==> config.mk <==
export PLATFORM = sky130hd
export DESIGN_NAME = pmc_cycle_counter
export DESIGN_NICKNAME = d
export VERILOG_FILES = /design/src/rtl/pmc_pkg.sv /design/src/rtl/pmc_ctrl.sv /design/src/rtl/pmc_count.sv /design/src/rtl/pmc_cycle_counter.sv
export SDC_FILE = /design/constraint.sdc
export NUM_CORES = 1
export LEC_CHECK = 0
export ABC_AREA = 1
export ABC_CLOCK_PERIOD_IN_PS = 2200
export BUFFER_PORTS_ARGS = -buffer_cell sky130_fd_sc_hd__buf_2
export CAP_MARGIN = 5
export CELL_PAD_IN_SITES_DETAIL_PLACEMENT = 2
export CELL_PAD_IN_SITES_GLOBAL_PLACEMENT = 2
export CORE_ASPECT_RATIO = 1.2
export CORE_MARGIN = 4
export CORE_UTILIZATION = 28
export DETAILED_ROUTE_END_ITERATION = 6
export PLACE_DENSITY = 0.86
export SLEW_MARGIN = 20
export SYNTH_ARGS = -nofsm -noshare
export SYNTH_HDL_FRONTEND = slang
export SYNTH_SLANG_ARGS = --single-unit
export TNS_END_PERCENT = 30
==> constraint.sdc <==
create_clock -name clk -period 2.2 [get_ports clk]
set_clock_uncertainty 0.1 [all_clocks]
set_input_delay 0 -clock clk [delete_from_list [all_inputs] [get_ports clk]]
set_output_delay 0 -clock clk [all_outputs]
set_load 0.01 [all_outputs]
==> src/rtl/pmc_pkg.sv <==
package pmc_pkg;
  localparam int CTRL_W   = 32;
  localparam int EN_BIT   = 0;
  localparam int CLR_BIT  = 2;
  localparam int DIV_BIT  = 3;
  localparam int OVIE_BIT = 6;
  localparam int OVF_BIT  = 10;
  localparam logic [CTRL_W-1:0] WR_MASK   = 32'h0FFF_F77F;
  localparam logic [CTRL_W-1:0] FLAG_MASK = 32'h0000_0700;
  localparam logic [CTRL_W-1:0] CLR_MASK  = 32'h0000_0004;

  typedef struct packed {
    logic incr;
    logic clear;
  } cntStrobe_t;
endpackage

==> src/rtl/pmc_ctrl.sv <==
module pmc_ctrl
  import pmc_pkg::*;
#(
  parameter int PRE_W = 6
) (
  input  logic              clk,
  input  logic              rstN,
  input  logic              tick,
  input  logic              ctrlWrEn,
  input  logic [CTRL_W-1:0] ctrlWrData,
  input  logic              wrapPulse,
  output logic [CTRL_W-1:0] ctrlQ,
  output cntStrobe_t        strobe
);
  logic [PRE_W-1:0]  preQ, preNext;
  logic [CTRL_W-1:0] baseNext, flagsNext;
  logic enable, divMode, clrCmd, divChange, preFull;

  always_comb begin
    enable    = ctrlQ[EN_BIT];
    divMode   = ctrlQ[DIV_BIT];
    clrCmd    = ctrlWrEn & ctrlWrData[CLR_BIT];
    divChange = ctrlWrEn & (ctrlWrData[DIV_BIT] != divMode);
    preFull   = &preQ;
    strobe.clear = clrCmd;
    strobe.incr  = enable & tick & (~divMode | preFull);
  end

  // Remainder of ticks between divided advances
  always_comb begin
    if (!enable || clrCmd || divChange) preNext = '0;
    else if (tick && divMode)           preNext = preQ + 1'b1;
    else                                preNext = preQ;
  end

  // Stored fields plus write-one-to-clear flags
  always_comb begin
    baseNext  = ctrlQ & ~FLAG_MASK;
    flagsNext = ctrlQ & FLAG_MASK;
    if (ctrlWrEn) begin
      baseNext  = ctrlWrData & WR_MASK & ~FLAG_MASK & ~CLR_MASK;
      flagsNext = flagsNext & ~(ctrlWrData & FLAG_MASK);
    end
    if (wrapPulse) flagsNext[OVF_BIT] = 1'b1;
  end

  always_ff @(posedge clk or negedge rstN) begin
    if (!rstN) begin
      ctrlQ <= '0;
      preQ  <= '0;
    end else begin
      ctrlQ <= baseNext | flagsNext;
      preQ  <= preNext;
    end
  end
endmodule

==> src/rtl/pmc_count.sv <==
module pmc_count
  import pmc_pkg::*;
#(
  parameter int CNT_W = 32
) (
  input  logic             clk,
  input  logic             rstN,
  input  cntStrobe_t       strobe,
  input  logic             cntWrEn,
  input  logic [CNT_W-1:0] cntWrData,
  output logic [CNT_W-1:0] cntQ,
  output logic             wrapPulse
);
  assign wrapPulse = strobe.incr & (&cntQ) & ~cntWrEn & ~strobe.clear;

  always_ff @(posedge clk or negedge rstN) begin
    if (!rstN)             cntQ <= '0;
    else if (cntWrEn)      cntQ <= cntWrData;
    else if (strobe.clear) cntQ <= '0;
    else if (strobe.incr)  cntQ <= cntQ + 1'b1;
  end
endmodule

==> src/rtl/pmc_cycle_counter.sv <==
module pmc_cycle_counter
  import pmc_pkg::*;
#(
  parameter int CNT_W = 32,
  parameter int PRE_W = 6
) (
  input  logic              clk,
  input  logic              rstN,
  input  logic              tick,
  input  logic              ctrlWrEn,
  input  logic [CTRL_W-1:0] ctrlWrData,
  input  logic              cntWrEn,
  input  logic [CNT_W-1:0]  cntWrData,
  input  logic              routeFast,
  output logic [CTRL_W-1:0] ctrlRdData,
  output logic [CNT_W-1:0]  cntRdData,
  output logic              irqReq,
  output logic              fiqReq
);
  cntStrobe_t strobe;
  logic       wrapPulse;
  logic       ovfActive;

  pmc_ctrl #(.PRE_W(PRE_W)) ctrl_i (
    .clk(clk), .rstN(rstN), .tick(tick),
    .ctrlWrEn(ctrlWrEn), .ctrlWrData(ctrlWrData),
    .wrapPulse(wrapPulse), .ctrlQ(ctrlRdData), .strobe(strobe)
  );

  pmc_count #(.CNT_W(CNT_W)) count_i (
    .clk(clk), .rstN(rstN), .strobe(strobe),
    .cntWrEn(cntWrEn), .cntWrData(cntWrData),
    .cntQ(cntRdData), .wrapPulse(wrapPulse)
  );

  assign ovfActive = ctrlRdData[OVF_BIT] & ctrlRdData[OVIE_BIT];
  assign fiqReq    = ovfActive & routeFast;
  assign irqReq    = ovfActive & ~routeFast;
endmodule

==> metrics.cfg, run 1 <==
[status]
outcome=finished, final reports clean

[synth]
yosysTopAreaCell=dfrtp_1
synth_ff_type=dfrtp_1
yosys.cell_count.top_type=nand2_1
synth_nets=601
syn_area_um2=4100
synthTopCellsByArea=dfrtp_1, nand2_1, nor2_1
synth_top_cells_by_count=nand2_1, dfrtp_1, nor2_1
synth.top_cell.area_share=0.428
synth_edf_count=0
syn_inst=529
async_flop_share=1.00
ys_warn_count=0
yosysSeqAreaShare=0.428
ys_seq_elements=70
avgSynthCellArea_um2=7.74
ys_types=41

[global_route]
grt_antenna_before_repair=0
grt.total_usage=0.207
overflow=0
grt_pass1_vias=5038
grt_max_degree=51
grt_pass1_wl_um=27600

[floorplanning]
fp.dieW_um=118
dieArea_um2=16600
start_util=0.285
fp-row-count=48
coreArea_um2=14400
die_y_um=141
io_pins=136

[cts]
clk_path_buf_depth=2
clk_pin_slew_ns=0.06
clock_latency_ns=0.34
cts_buffers=9
root_buffer=clkbuf_16
ctsHtreeMaxLevel=3
cts.sinks=70
ctsResizeCount=0
cts_tree=built

[cells_and_area]
areaGrowthSynthToFinish_pct=42.2
diodes=0
drive_gt1_frac=0.278
multiInputGateArea_um2=2050
regArea_um2=1750
fillCellCount=1629
fin_nets=789

[critical_path]
worstPathCellList=ha_1 > nand3_2 > o21ai_2 > nand3_4 > nand2_8 > inv_2 > o21ai_0
critPathLaunchType=flop
cp_num_buf_inv=1
r2r-end=count_i.cntQ[15]
worst-path-max-fanout=18
reg2reg_depth=7
r2r_slack_ns=0.17
cp.required_ns=2.32
worstSetupStartpoint=ctrl_i.preQ[1]
slowest_delay_ns=0.40
path_class=flop to flop
cp_slowest_cell=dfrtp_1
regToRegStartpoint=ctrl_i.preQ[1]
arrival_ns=2.14
end_kind=flop
critPathTopFamily=simple AND/OR/NAND/NOR gates

[power]
intPower_mw=2.79
power_leakage_nw=2.79
combPwrFrac=0.216
swShare=0.317
power.net_switching_mw=1.30
clockPowerShare=0.392
power_mw=4.08
sequentialPowerShare=0.392
irDropWorstVdd_mv=0.292
power.density_nw_per_um2=701

[detailed_routing]
drcViolationCount=0
viasPerCell=5.04
first_iter_violations=237
dr.pass1.iters=4
drt_wl_total_um=17700
wire_per_inst_um=19.7
num_vias=4522
antenna_left=0

[timing]
clock.fmax_ghz=0.493
final-max-slew-violation-count=0
fin_crit_sh=0.922
worst_pin_slew_ns=0.865
hold_viol=0
fin_crit_ns=2.03
rsz0062_at_grt=false
maxSlewHeadroom=0.423
setup_slack_ns=0.172
finalSetupViolCount=0
finalSetupTns_ns=0

[placement]
dpl.hpwl_um=11300
io_buffer_count=129
place_congestion=0.837
dp_slack_ns=0.0885

[min_path]
min-delay-start=cntWrData[21]
hold_end=count_i.cntQ[21]
whs_path_depth=4
hold_path.class=primary input to flop

[job]
drv_cap=0

power groups by stage:
stage	logic (mW)	registers [mW]	clock network, mW
after floorplan	0.384	1.62	0
after global routing	0.976	1.62	1.68
after global placement	0.726	1.60	0
after CTS	0.862	1.59	1.61
after detailed placement	0.771	1.61	0
final	0.882	1.60	1.60
layer usage:
| metal | vias to the layer above | global-route usage | share of wire |
|---|---|---|---|
| li1 | 2082 | - | - |
| met3 | 27 | 0.0327 | 0.034 |
| met2 | 110 | 0.385 | 0.55 |
| met4 | 0 | 0.0757 | 0.022 |
| met5 | - | 0 | 0 |
| met1 | 2303 | 0.239 | 0.40 |
cells by family after synthesis:
kind of cell / synth area share
AND/OR/NAND/NOR: 0.324
flip-flops: 0.428
AO/OA/AOI/OAI: 0.104
buffers and inverters: 0.0739
multiplexers: 0.0605
XOR/XNOR: 0.00428
adder cells (fa/ha/maj): 0.00611
metrics by stage:
step           hold WS (ns)   util  std cells  area [um2]
6_report             0.0196  0.406        897        5830
5_1_grt              0.0707  0.406        897        5830
4_1_cts              0.0113  0.403        894        5790
3_5_place_dp         0.0479  0.341        821        4900
3_3_place_gp         0.0503  0.341        821        4900
2_1_floorplan        -0.396      -        529        4100
worst max path at each step:
stage	cells past startpoint	end	slack [ns]
2_1_floorplan	10	count_i.cntQ[24]	0.63
3_3_place_gp	8	count_i.cntQ[13]	0.28
3_5_place_dp	7	count_i.cntQ[15]	0.09
4_1_cts	7	count_i.cntQ[15]	0.05
5_1_grt	9	count_i.cntQ[14]	0.07
6_report	7	count_i.cntQ[15]	0.17
area by class of cell:
type,instances,area share
inverters,48,0.0309
multi-input cells,395,0.352
flip-flops and latches,70,0.301
clock buffers,11,0.0399
clock inverters,5,0.0144
well taps,175,0.0376
repair buffers,193,0.224
timing repair:
item,CTS,global route
endpoints found under the hold margin,87,0
setup endpoints to repair,0,9
setup buffers,0,2
hold buffers,57,0
worst reg2reg max path: stages (launching register included):
cell	delay (ns)
dfrtp_1	0.40
ha_1	0.23
nand3_2	0.13
o21ai_2	0.22
nand3_4	0.18
nand2_8	0.21
inv_2	0.14
o21ai_0	0.30
cell usage in the layout (no fill, tap or decap), types with 2 or more instances in the layout:
master / instances
or2_2: 2
ha_1: 2
dfrtp_1: 70
clkinvlp_4: 2
clkbuf_1: 2
buf_12: 3
a22oi_1: 3
a32oi_1: 2
dlygate4sd3_1: 57
mux2_2: 22
nor2_4: 6
clkbuf_16: 9
o211ai_1: 2
nand2_1: 160
a21boi_0: 16
bufinv_16: 2
xor2_1: 2
a31oi_2: 2
a21oi_1: 16
o21ai_0: 17
nor2_2: 4
and2_1: 2
nand3_1: 44
nand2_4: 2
inv_2: 2
a31oi_1: 2
nand2_2: 5
buf_4: 4
nor3_1: 2
inv_1: 46
buf_2: 129
nor2_1: 70
No activity file was read; power rests on OpenSTA's default activity.
==> inputs of run 2 (changes only) <==
Settings changed: CORE_UTILIZATION 28 to 29, CTS_BUF_LIST set to sky130_fd_sc_hd__clkbuf_8, PLACE_DENSITY 0.86 to 0.89.
==> metrics.cfg, run 2 (synthesized netlist as in run 1, its figures left out) <==
[timing]
finalSetupViolCount=0
finalSetupTns_ns=0
fin_crit_sh=0.879
final-max-slew-violation-count=0
maxSlewHeadroom=0.476
fin_crit_ns=1.93
rsz0062_at_grt=false
hold_viol=0
worst_pin_slew_ns=0.786
clock.fmax_ghz=0.517

[global_route]
grt_pass1_wl_um=27300
grt_antenna_before_repair=0
grt_pass1_vias=5196
grt_max_degree=44
grt.total_usage=0.216
overflow=0

[critical_path]
cp.required_ns=2.36
worst-path-max-fanout=13
path_class=flop to flop
end_kind=flop
critPathLaunchType=flop
arrival_ns=2.10

[power]
swShare=0.314
irDropWorstVdd_mv=0.316
power.net_switching_mw=1.22
power.density_nw_per_um2=669
combPwrFrac=0.225
clockPowerShare=0.365
intPower_mw=2.65
power_leakage_nw=2.78
sequentialPowerShare=0.411

[cts]
clk_path_buf_depth=2
post_cts_buffers=0
ctsHtreeMaxLevel=3
cts.sinks=70
ctsResizeCount=0
clock_latency_ns=0.37
root_buffer=clkbuf_8
cts_buffers=9
clk_pin_slew_ns=0.08
cts_tree=built

[floorplanning]
io_pins=136
dieArea_um2=16100
start_util=0.296
coreArea_um2=13800
fp.dieW_um=116
fp-row-count=47
die_y_um=138

[detailed_routing]
drcViolationCount=0
first_iter_violations=228
num_vias=4437
dr.pass1.iters=4
antenna_left=0
drt_wl_total_um=17100
viasPerCell=4.95
wire_per_inst_um=19.1

[cells_and_area]
drive_gt1_frac=0.277
diodes=0
utilization=0.418
final_common_cell=nand2_1
fillCellCount=1580
final_cell_area_um2=5770
mostFrequentLayoutCells=nand2_1, buf_2, nor2_1, dfrtp_1, dlygate4sd3_1
areaGrowthSynthToFinish_pct=41.0
fin_nets=792

[placement]
dpl_cell_area_um2=4890
io_buffer_count=129
dpl.hpwl_um=11100
place_congestion=0.788

[job]
drv_cap=0

[status]
outcome=finished, final reports clean

[min_path]
hold_path.class=primary input to flop

[run 2: cell types whose count changed in the layout (fill, tap and decap cells not counted), sizes merged]
cell | before | now
buf | 136 | 135
inv | 48 | 49
clkbuf | 11 | 9
dlygate4sd3 | 57 | 61
clkinv | 1 | 2
bufinv | 2 | 4
clkinvlp | 2 | 0
[run 2: power by group through the flow]
stage	registers [mW]	clock network, mW	logic, mW
floorplan	1.62	0	0.384
global placement	1.59	0	0.725
detailed placement	1.61	0	0.766
CTS	1.58	1.44	0.863
global route	1.61	1.50	0.972
finish	1.59	1.41	0.868
[run 2: metrics by stage]
stage	hold WS (ns)	setup slack [ns]	total power, mW	cells
after detailed placement	0.0175	0.157	2.37	818
final	0.0459	0.265	3.86	896
after global routing	0.0557	0.0701	4.09	896
after CTS	0.0121	0.158	3.89	895
after floorplan	-0.396	0.627	2.00	529
after global placement	0.00791	0.347	2.32	818
[run 2: worst max-delay path: stages (launching register included)]
cell and delay (ns):
dfrtp_1 0.39, ha_1 0.22, nand3_2 0.11, o21ai_2 0.17, nand3_4 0.24, buf_4 0.26
a21boi_0 0.15, nand2_1 0.08, nand2_1 0.06, inv_1 0.04
[run 2: worst paths after layout]
kind                                  start               end  slack (ns)  cells past startpoint
setup / recovery             ctrl_i.preQ[1]  count_i.cntQ[24]        0.27                      9
hold / removal                     ctrlWrEn  count_i.cntQ[22]        0.05                      4
setup reg to reg             ctrl_i.preQ[1]  count_i.cntQ[24]        0.27                      9
hold reg to reg            ctrl_i.ctrlQ[28]  ctrl_i.ctrlQ[28]        0.39                      2
max in group asynchronous              rstN    ctrl_i.preQ[2]        1.14                      3
min in group asynchronous              rstN   count_i.cntQ[9]        0.16                      2
[run 2: per-layer routing]
| metal | vias to the layer above | global-route usage | wire length (um) |
|---|---|---|---|
| met5 | - | 0 | 0 |
| met4 | 0 | 0.0776 | 437 |
| met3 | 30 | 0.0306 | 777 |
| met2 | 118 | 0.401 | 9220 |
| met1 | 2209 | 0.246 | 6630 |
| li1 | 2080 | - | - |
[run 2: cell type report]
cell class	instances	area, um2	share of cell area
timing repair buffer	196	1310	0.228
tap	171	214	0.0371
clock inverter	7	138	0.0238
clock buffer	9	124	0.0215
inverter	48	180	0.0312
sequential	70	1750	0.303
multi-input combinational	395	2050	0.356
[run 2: what timing repair did]
| item | in CTS | in global routing |
|---|---|---|
| hold buffers | 61 | 0 |
| endpoints found under the setup margin | 0 | 1 |
| endpoints found under the hold margin | 86 | 0 |
